<file path="src/rtl/wsg_pkg.sv">
package wsg_pkg;
    typedef enum logic {
        S_IDLE = 1'b0,
        S_HOLD = 1'b1
    } hold_state_t;
endpackage

</file>
<file path="src/rtl/wsg_release.sv">
// Combines the release sources into one clear request.
module wsg_release #(
    parameter int N_SRC = 3
) (
    input  logic [N_SRC-1:0] src,
    output logic             any
);
    logic [N_SRC:0] chain;

    assign chain[0] = 1'b0;
    for (genvar i = 0; i < N_SRC; i++) begin : g_or
        assign chain[i+1] = chain[i] | src[i];
    end
    assign any = chain[N_SRC];
endmodule

</file>
<file path="src/rtl/wsg_watchdog.sv">
// Counts timing enables while a hold runs; cleared when idle or released.
module wsg_watchdog #(
    parameter int CNT_W = 12,
    parameter int TAP   = 10
) (
    input  logic clk,
    input  logic rst,
    input  logic run,
    input  logic clr,
    input  logic tick,
    output logic hit
);
    localparam logic [CNT_W-1:0] LIMIT = CNT_W'(1) << TAP;

    logic [CNT_W-1:0] cnt;

    always_ff @(posedge clk) begin
        if (rst || !run || clr) begin
            cnt <= '0;
        end else if (tick) begin
            cnt <= cnt + CNT_W'(1);
        end
    end

    assign hit = cnt[TAP];

    // the count never passes the tap value
    a_r8_bounded: assert property (@(posedge clk) disable iff (rst)
        cnt <= LIMIT);
    // with no hold running, the count is zero one edge later
    a_r10_idle_zero: assert property (@(posedge clk) disable iff (rst)
        (!run && !$past(run)) |-> (cnt == '0));
endmodule

</file>
<file path="src/rtl/wait_state_gen.sv">
module wait_state_gen #(
    parameter int DATA_W  = 8,
    parameter int ARM_BIT = 6,
    parameter int CNT_W   = 12,
    parameter int TAP     = 10
) (
    input  logic              clk,
    input  logic              rst,
    input  logic              tick_1us,
    input  logic              wr_stb,
    input  logic [DATA_W-1:0] wr_data,
    input  logic              ctl_intrq,
    input  logic              ctl_drq,
    output logic              wait_n,
    output logic              timeout_pulse
);
    import wsg_pkg::*;

    localparam int N_SRC = 3;

    hold_state_t      state, state_nxt;
    logic             arm_req;
    logic             release_any;
    logic             tmo_hit;
    logic [N_SRC-1:0] rel_src;

    assign arm_req = wr_stb && wr_data[ARM_BIT];
    assign rel_src = {tmo_hit, ctl_drq, ctl_intrq};

    wsg_release #(.N_SRC(N_SRC)) u_release (
        .src (rel_src),
        .any (release_any)
    );

    wsg_watchdog #(.CNT_W(CNT_W), .TAP(TAP)) u_watchdog (
        .clk  (clk),
        .rst  (rst),
        .run  (state == S_HOLD),
        .clr  (release_any),
        .tick (tick_1us),
        .hit  (tmo_hit)
    );

    // next-state logic: ARM, RELEASE
    always_comb begin
        state_nxt = state;
        unique case (state)
            S_IDLE: if (arm_req && !release_any) state_nxt = S_HOLD;
            S_HOLD: if (release_any)             state_nxt = S_IDLE;
        endcase
    end

    // state register: RESET wins
    always_ff @(posedge clk) begin
        if (rst) state <= S_IDLE;
        else     state <= state_nxt;
    end

    // outputs
    always_ff @(posedge clk) begin
        if (rst) timeout_pulse <= 1'b0;
        else     timeout_pulse <= (state == S_HOLD) && tmo_hit;
    end

    assign wait_n = (state != S_HOLD);

    // a request during a hold frees the CPU at the next edge
    a_r4_r5_release: assert property (@(posedge clk) disable iff (rst)
        (!wait_n && (ctl_intrq || ctl_drq)) |=> wait_n);
    // release beats a simultaneous arming write
    a_r7_clear_wins: assert property (@(posedge clk) disable iff (rst)
        (wait_n && wr_stb && wr_data[ARM_BIT] && (ctl_intrq || ctl_drq)) |=> wait_n);
    // a clean arming write from idle stalls the CPU
    a_r1_arm: assert property (@(posedge clk) disable iff (rst)
        (wait_n && wr_stb && wr_data[ARM_BIT] && !ctl_intrq && !ctl_drq) |=> !wait_n);
    // the timeout flag is a single-cycle pulse
    a_r9_single: assert property (@(posedge clk) disable iff (rst)
        timeout_pulse |=> !timeout_pulse);
    // the timeout flag comes with a released CPU that had been held
    a_r9_with_release: assert property (@(posedge clk) disable iff (rst)
        timeout_pulse |-> (wait_n && !$past(wait_n)));
endmodule

</file>
<file path="config.mk">
export PLATFORM = sky130hd
export DESIGN_NAME = wait_state_gen
export DESIGN_NICKNAME = d
export VERILOG_FILES = /design/src/rtl/wsg_pkg.sv /design/src/rtl/wsg_release.sv /design/src/rtl/wsg_watchdog.sv /design/src/rtl/wait_state_gen.sv
export SDC_FILE = /design/constraint.sdc
export NUM_CORES = 1
export LEC_CHECK = 0
export CAP_MARGIN = 20
export CELL_PAD_IN_SITES_DETAIL_PLACEMENT = 0
export CELL_PAD_IN_SITES_GLOBAL_PLACEMENT = 1
export CORE_MARGIN = 2
export CORE_UTILIZATION = 33
export DETAILED_ROUTE_END_ITERATION = 8
export GPL_TIMING_DRIVEN = 0
export PLACE_DENSITY_LB_ADDON = 0.1
export SETUP_SLACK_MARGIN = 0.15
export SLEW_MARGIN = 20
export SYNTH_ARGS = -nofsm -noshare
export SYNTH_HDL_FRONTEND = slang
export SYNTH_HIERARCHICAL = 1
export SYNTH_SLANG_ARGS = --single-unit
export TNS_END_PERCENT = 50
</file>
<file path="constraint.sdc">
create_clock -name clk -period 2.15 [get_ports clk]
set_clock_uncertainty 0.05 [all_clocks]
set_input_delay 0.43 -clock clk [delete_from_list [all_inputs] [get_ports clk]]
set_output_delay 0.43 -clock clk [all_outputs]
set_load 0.01 [all_outputs]
</file>
==> results.ini, run 1 <==
[cts]
clk_latency_ns = 0.27
cts_inserted_buffers = 3
tritoncts = built
htree_num_levels = 1
clock_pin_transition_on_the_worst_setup_and_hold_timing_paths_ns = 0.08
cts_setup_buffers = 0
cell_at_the_root_of_the_clock_tree = clkbuf_4
clock_sinks = 13
cts.path.max_buffers = 2

[die]
initial_core_util = 0.347
fp.dieArea_sq_um = 2150
die_w_um = 46.4
floorplan.io_pins = 16
die_height_um = 46.4
placementRows = 15
fp.coreArea_sq_um = 1710

[synthesis]
yosys.area_share.xor_xnor = 0.0592
post_synth_fa_ha_maj_area_fraction = 0.0211
synth-compound-area-share = 0.118
yosys-mux-area-fraction = 0.0338
synth_warnings = 6
synth.ff_latch_count = 13
syn-cell-area_sq_um = 592
sequential_fraction_of_the_synthesis_area = 0.440
mean_instance_size_in_the_synthesized_netlist_sq_um = 9.10
dominant_combinational_cell_family_by_area_after_synthesis = simple AND/OR/NAND/NOR gates
synth.lib_cells_used.distinct = 25
synth_fp_nets = 80
post_synth_inst_count = 65
synthesized_area_fraction_occupied_by_and_or_nand_nor_cells = 0.288

[sta]
max_slew_headroom_at_the_worst_pin = 0.680
fin_hold_ws_ns = 0.415
max_clock_freq_ghz = 0.523
timing.final.crit_period_ns = 1.91
finalHoldViolations = 0
setup_repair_after_global_routing_missed_its_margin = no
setup-tns-final_ns = 0
fraction_of_the_cycle_the_final_worst_path_needs = 0.889
worst_slew_pin_slew_ns = 0.478
report.final.slew_viol_count = 0
setup_ws_ns = 0.240
timing.final.setup_violations = 0

[setup_path]
crit_path_top_delay_cell = nor3b_1
endpoint_kind = flop
setup.worst_path.start_class = input port
critical-path-top-delay-family = simple AND/OR/NAND/NOR gates
path_cells = clkdlybuf4s50_1 > or3_1 > nor3b_1 > nand2b_1 > o41ai_1
setup.worst_path.class = input port to flop
timing.critical_path.required_ns = 2.27
timing.critical_path.arrival_ns = 2.03
crit_fanout = 4
slowest_delay_ns = 0.44
worstPathBufferInverterCount = 1

[placement]
instance_count_after_placement_with_tap_cells_included = 97
place_ws_ns = -0.0746
buffer_ports.inserted = 7
place_congestion = 0.724
dp_hpwl_um = 808

[drt]
detail_route.wl_per_cell_um = 11.0
vias_per_cell = 4.82
final_antenna_net_count = 0
routed-via-count = 487
drtPass1Iterations = 4
detailedRoute.firstIterationViolations = 7
finalWirelength_um = 1110
drcViolationCount = 0

[cells_and_area]
mostFrequentLayoutCells = dfxtp_1, clkdlybuf4s50_1, nand2_1, nor2_1, a21oi_1
layout.filler_cells = 186
multi_input_area_sq_um = 308
n_antenna_cell = 0
finish.cell_count_without_fillers = 101
finish.net_count = 92
area_growth_syn_to_layout_pct = 21.8
register_area_sq_um = 260
final_layout_size_suffix_gt1_frac = 0.105
most_common_cell_after_layout_fill_and_taps_aside = dfxtp_1

[run_status]
outcome = finished clean

[global_routing]
grt_pass1_vias = 431
grt-ovfl-total = 0
grt_pass1_wl_um = 1880
grt_start_max_net_pins = 10
grt_use_total = 0.129
grt_antenna_before_repair = 0

[power_and_ir_drop]
total_power_draw_mw = 0.409
vdd_drop_max_mv = 0.352
power.leakage_nw = 0.228
power.density_nw_per_um2 = 567

[worst_hold_path]
kind_of_path_behind_the_tightest_hold_check = flop to flop

[flow_run]
maxCapViolations = 0

## area by class of cell
class	count	share of cell area
Multi-Input combinational cell	46	0.427
Clock buffer	4	0.0365
Inverter	4	0.0208
Buffer	2	0.0139
Tap cell	25	0.0434
Timing Repair Buffer	7	0.0972
Sequential cell	13	0.361
## flip-flops by register name (all words and copies together) (netlist names)
register	cells
u_watchdog/cnt	11
state	1
timeout_pulse	1
## worst min-delay path, cell delays in order (launching register included)
cell and delay (ns):
dfxtp_1 0.34, nand2_1 0.06, nor2_1 0.03
## path summary, 6_finish.rpt
path / slack [ns] / startpoint / depth (start not counted) / end
setup / recovery: 0.24 / ctl_drq / 5 / u_watchdog/cnt[8]
hold / removal: 0.42 / u_watchdog/cnt[10] / 2 / timeout_pulse
setup reg to reg: 0.52 / u_watchdog/cnt[10] / 4 / u_watchdog/cnt[8]
hold reg to reg: 0.42 / u_watchdog/cnt[10] / 2 / timeout_pulse
## Yosys cell counts
cell,count,area share
nor3_2,1,0.017
nand2b_1,2,0.021
nor4_1,1,0.011
o21ai_0,1,0.0084
nand4_4,1,0.036
clkbuf_1,1,0.0063
ha_1,1,0.021
o311ai_0,1,0.015
nor3b_1,1,0.013
buf_2,1,0.0084
or3b_2,1,0.015
nand4_1,3,0.032
nand2_1,6,0.038
or4_1,3,0.038
a21oi_1,5,0.042
or3_1,2,0.021
o31ai_1,3,0.038
xnor2_1,1,0.015
o41ai_1,1,0.015
xor2_1,3,0.044
nand3_1,1,0.0084
inv_1,4,0.025
dfxtp_1,13,0.44
mux2i_1,2,0.034
nor2_1,6,0.038
## where the power goes
group	leakage, nW	total (mW)	switching, mW	internal, mW
clock network	0.0150	0.148	0.0764	0.0718
logic	0.108	0.0194	0.00756	0.0118
registers	0.105	0.241	0.000411	0.241
## routing by layer
layer  up-vias  global-route usage  share of wire
li1        256                   -              -
met1       223               0.166           0.51
met2         6               0.186           0.45
met3         2              0.0235          0.029
met4         0               0.103          0.012
met5         -                   0              0
## timing repair
action | 4_1_cts | 5_1_grt
setup endpoints to repair | 0 | 6
hold buffers | 0 | 0
resized for setup | 0 | 2
## through the flow
step / util / cell area [sq um]
floorplan: - / 592
global placement: 0.406 / 693
detailed placement: 0.406 / 693
CTS: 0.421 / 719
global route: 0.422 / 721
finish: 0.422 / 721
## logic make-up (layout without fill, tap and decap cells)
family | count (synthesis) | in the layout
xor+xnor | 4 | 4
mux | 2 | 2
simple gates | 28 | 28
fa+ha+maj | 1 | 1
flops | 13 | 13
buf+inv | 6 | 17
compound gates | 11 | 11
Note: power is estimated with default switching activity, not from simulation.
==> inputs of run 2 (changes only) <==
--- a/config.mk
+++ b/config.mk
@@ -10,9 +10,12 @@
 export CELL_PAD_IN_SITES_GLOBAL_PLACEMENT = 1
 export CORE_MARGIN = 2
 export CORE_UTILIZATION = 33
+export CTS_CLUSTER_DIAMETER = 100
 export DETAILED_ROUTE_END_ITERATION = 8
 export GPL_TIMING_DRIVEN = 0
+export HOLD_SLACK_MARGIN = 0.15
 export PLACE_DENSITY_LB_ADDON = 0.1
+export REMOVE_ABC_BUFFERS = 1
 export SETUP_SLACK_MARGIN = 0.15
 export SLEW_MARGIN = 20
 export SYNTH_ARGS = -nofsm -noshare
==> run 2 against run 1 <==
Compared with the run above:
- global-route usage up 0.57 points
- final cell count down 0.99%
- first-iteration DRC count down 14%
- sequential power about the same
- critical path depth down 1
- hold slack better by 0.015 ns
- flip-flop and latch count unchanged
- via count down 2.9%
- cell area up 0.69%
- combinational power up 4%
- critical path type unchanged
- largest power group unchanged
==> results.ini, run 2 (synthesis results as in run 1) <==
[sta]
timing.final.setup_violations = 0
finalHoldViolations = 0
setup_repair_after_global_routing_missed_its_margin = no
max_slew_headroom_at_the_worst_pin = 0.758
max_clock_freq_ghz = 0.545
fraction_of_the_cycle_the_final_worst_path_needs = 0.853
worst_slew_pin_slew_ns = 0.360
timing.final.crit_period_ns = 1.83
report.final.slew_viol_count = 0
fin_hold_ws_ns = 0.430

[flow_run]
maxCapViolations = 0

[power_and_ir_drop]
power.clock.fraction = 0.365
vdd_drop_max_mv = 0.327
power_frac_comb = 0.049
internal_power_mw = 0.326
p_switching_mw = 0.0866
power.share.sequential = 0.585
sw_frac_of_total = 0.210
power.density_nw_per_um2 = 568
power.leakage_nw = 0.225

[drt]
final_antenna_net_count = 0
routed-via-count = 473
drtPass1Iterations = 4
detailedRoute.firstIterationViolations = 6
drcViolationCount = 0
finalWirelength_um = 1120
vias_per_cell = 4.73
detail_route.wl_per_cell_um = 11.2

[die]
fp.coreArea_sq_um = 1710
placementRows = 15
initial_core_util = 0.347
die_height_um = 46.4
die_w_um = 46.4
floorplan.io_pins = 16
fp.dieArea_sq_um = 2150

[setup_path]
path_cells = clkdlybuf4s50_1 > or3_1 > or3b_2 > a21oi_1
timing.critical_path.required_ns = 2.31
setup.worst_path.class = input port to flop
slowest_delay_ns = 0.59
ff2ff_path_depth = 3
endpoint_kind = flop
setup.worst_path.start_class = input port
crit_path_top_delay_cell = or3b_2
crit_fanout = 9
timing.critical_path.arrival_ns = 2.00

[cells_and_area]
area_growth_syn_to_layout_pct = 22.6
mostFrequentLayoutCells = dfxtp_1, clkdlybuf4s50_1, nand2_1, nor2_1, a21oi_1
finish.utilization = 0.425
most_common_cell_after_layout_fill_and_taps_aside = dfxtp_1
finish.net_count = 91
final_layout_size_suffix_gt1_frac = 0.0933
layout.filler_cells = 175
registers.top_by_ff_count = u_watchdog/cnt
largest_register_ff_count = 11
multi_input_area_sq_um = 313
largest_registers = u_watchdog/cnt: 11 flops, state: 1 flops, timeout_pulse: 1 flops
register_area_sq_um = 260
n_antenna_cell = 0

[worst_hold_path]
kind_of_path_behind_the_tightest_hold_check = flop to flop
hold_depth = 2

[cts]
htree_num_levels = 1
cell_at_the_root_of_the_clock_tree = clkbuf_4
tritoncts = built
cts-hold-fix-buffers = 0
cts.path.max_buffers = 2
clock_sinks = 13
clock_pin_transition_on_the_worst_setup_and_hold_timing_paths_ns = 0.08
cts_inserted_buffers = 3
clk_latency_ns = 0.28

[global_routing]
grt_use_total = 0.135
grt_pass1_wl_um = 1930
grt_antenna_before_repair = 0
grt_pass1_vias = 435
grt-ovfl-total = 0
grt_start_max_net_pins = 10

[placement]
place_congestion = 0.691
dp_hpwl_um = 795
buffer_ports.inserted = 8

[run_status]
outcome = finished clean

-- run 2: area by class of cell --
cell class,instances,area share
tap,25,0.0431
inverter,4,0.0207
clock buffer,4,0.0362
sequential,13,0.359
timing repair buffer,8,0.110
multi-input combinational,46,0.431
-- run 2: worst paths after layout --
kind                                    startpoint                 to  slack (ns)
worst min-delay path            u_watchdog/cnt[10]      timeout_pulse        0.43
worst max register to register  u_watchdog/cnt[10]  u_watchdog/cnt[7]        0.57
worst max-delay path                       ctl_drq  u_watchdog/cnt[7]        0.32
worst min register to register  u_watchdog/cnt[10]      timeout_pulse        0.43
-- run 2: worst max-delay path: cells and delay by family --
family / cells / cell delay, ns
AND/OR/NAND/NOR: 2 / 1.02
buffers and inverters: 1 / 0.39
AO/OA/AOI/OAI: 1 / 0.16
-- run 2: layer usage --
| metal | track usage | vias to the layer above | wire length [um] |
|---|---|---|---|
| li1 | - | 254 | - |
| met3 | 0.0588 | 2 | 54 |
| met1 | 0.165 | 205 | 534 |
| met4 | 0.0857 | 0 | 12 |
| met5 | 0 | - | 0 |
| met2 | 0.189 | 12 | 518 |
-- run 2: power by group through the flow --
stage	Clock, mW	Combinational (mW)	Sequential, mW
2_1_floorplan	0	0.00495	0.247
3_3_place_gp	0	0.0199	0.247
3_5_place_dp	0	0.0200	0.247
4_1_cts	0.163	0.0201	0.241
5_1_grt	0.176	0.0218	0.242
6_report	0.151	0.0202	0.241
-- run 2: through the flow --
stage	setup TNS, ns	std cells	instance area (sq um)	power [mW]	setup WS (ns)
CTS	0	100	721	0.425	0.298
global route	0	100	726	0.439	0.242
floorplan	0	63	583	0.252	0.546
global placement	0	96	694	0.267	0.0369
finish	0	100	726	0.412	0.315
detailed placement	-0.000376	96	694	0.267	-0.000376
-- run 2: timing repair --
item	CTS	global route
setup buffers	0	0
endpoints found under the setup margin	0	1
gates resized for setup	0	1
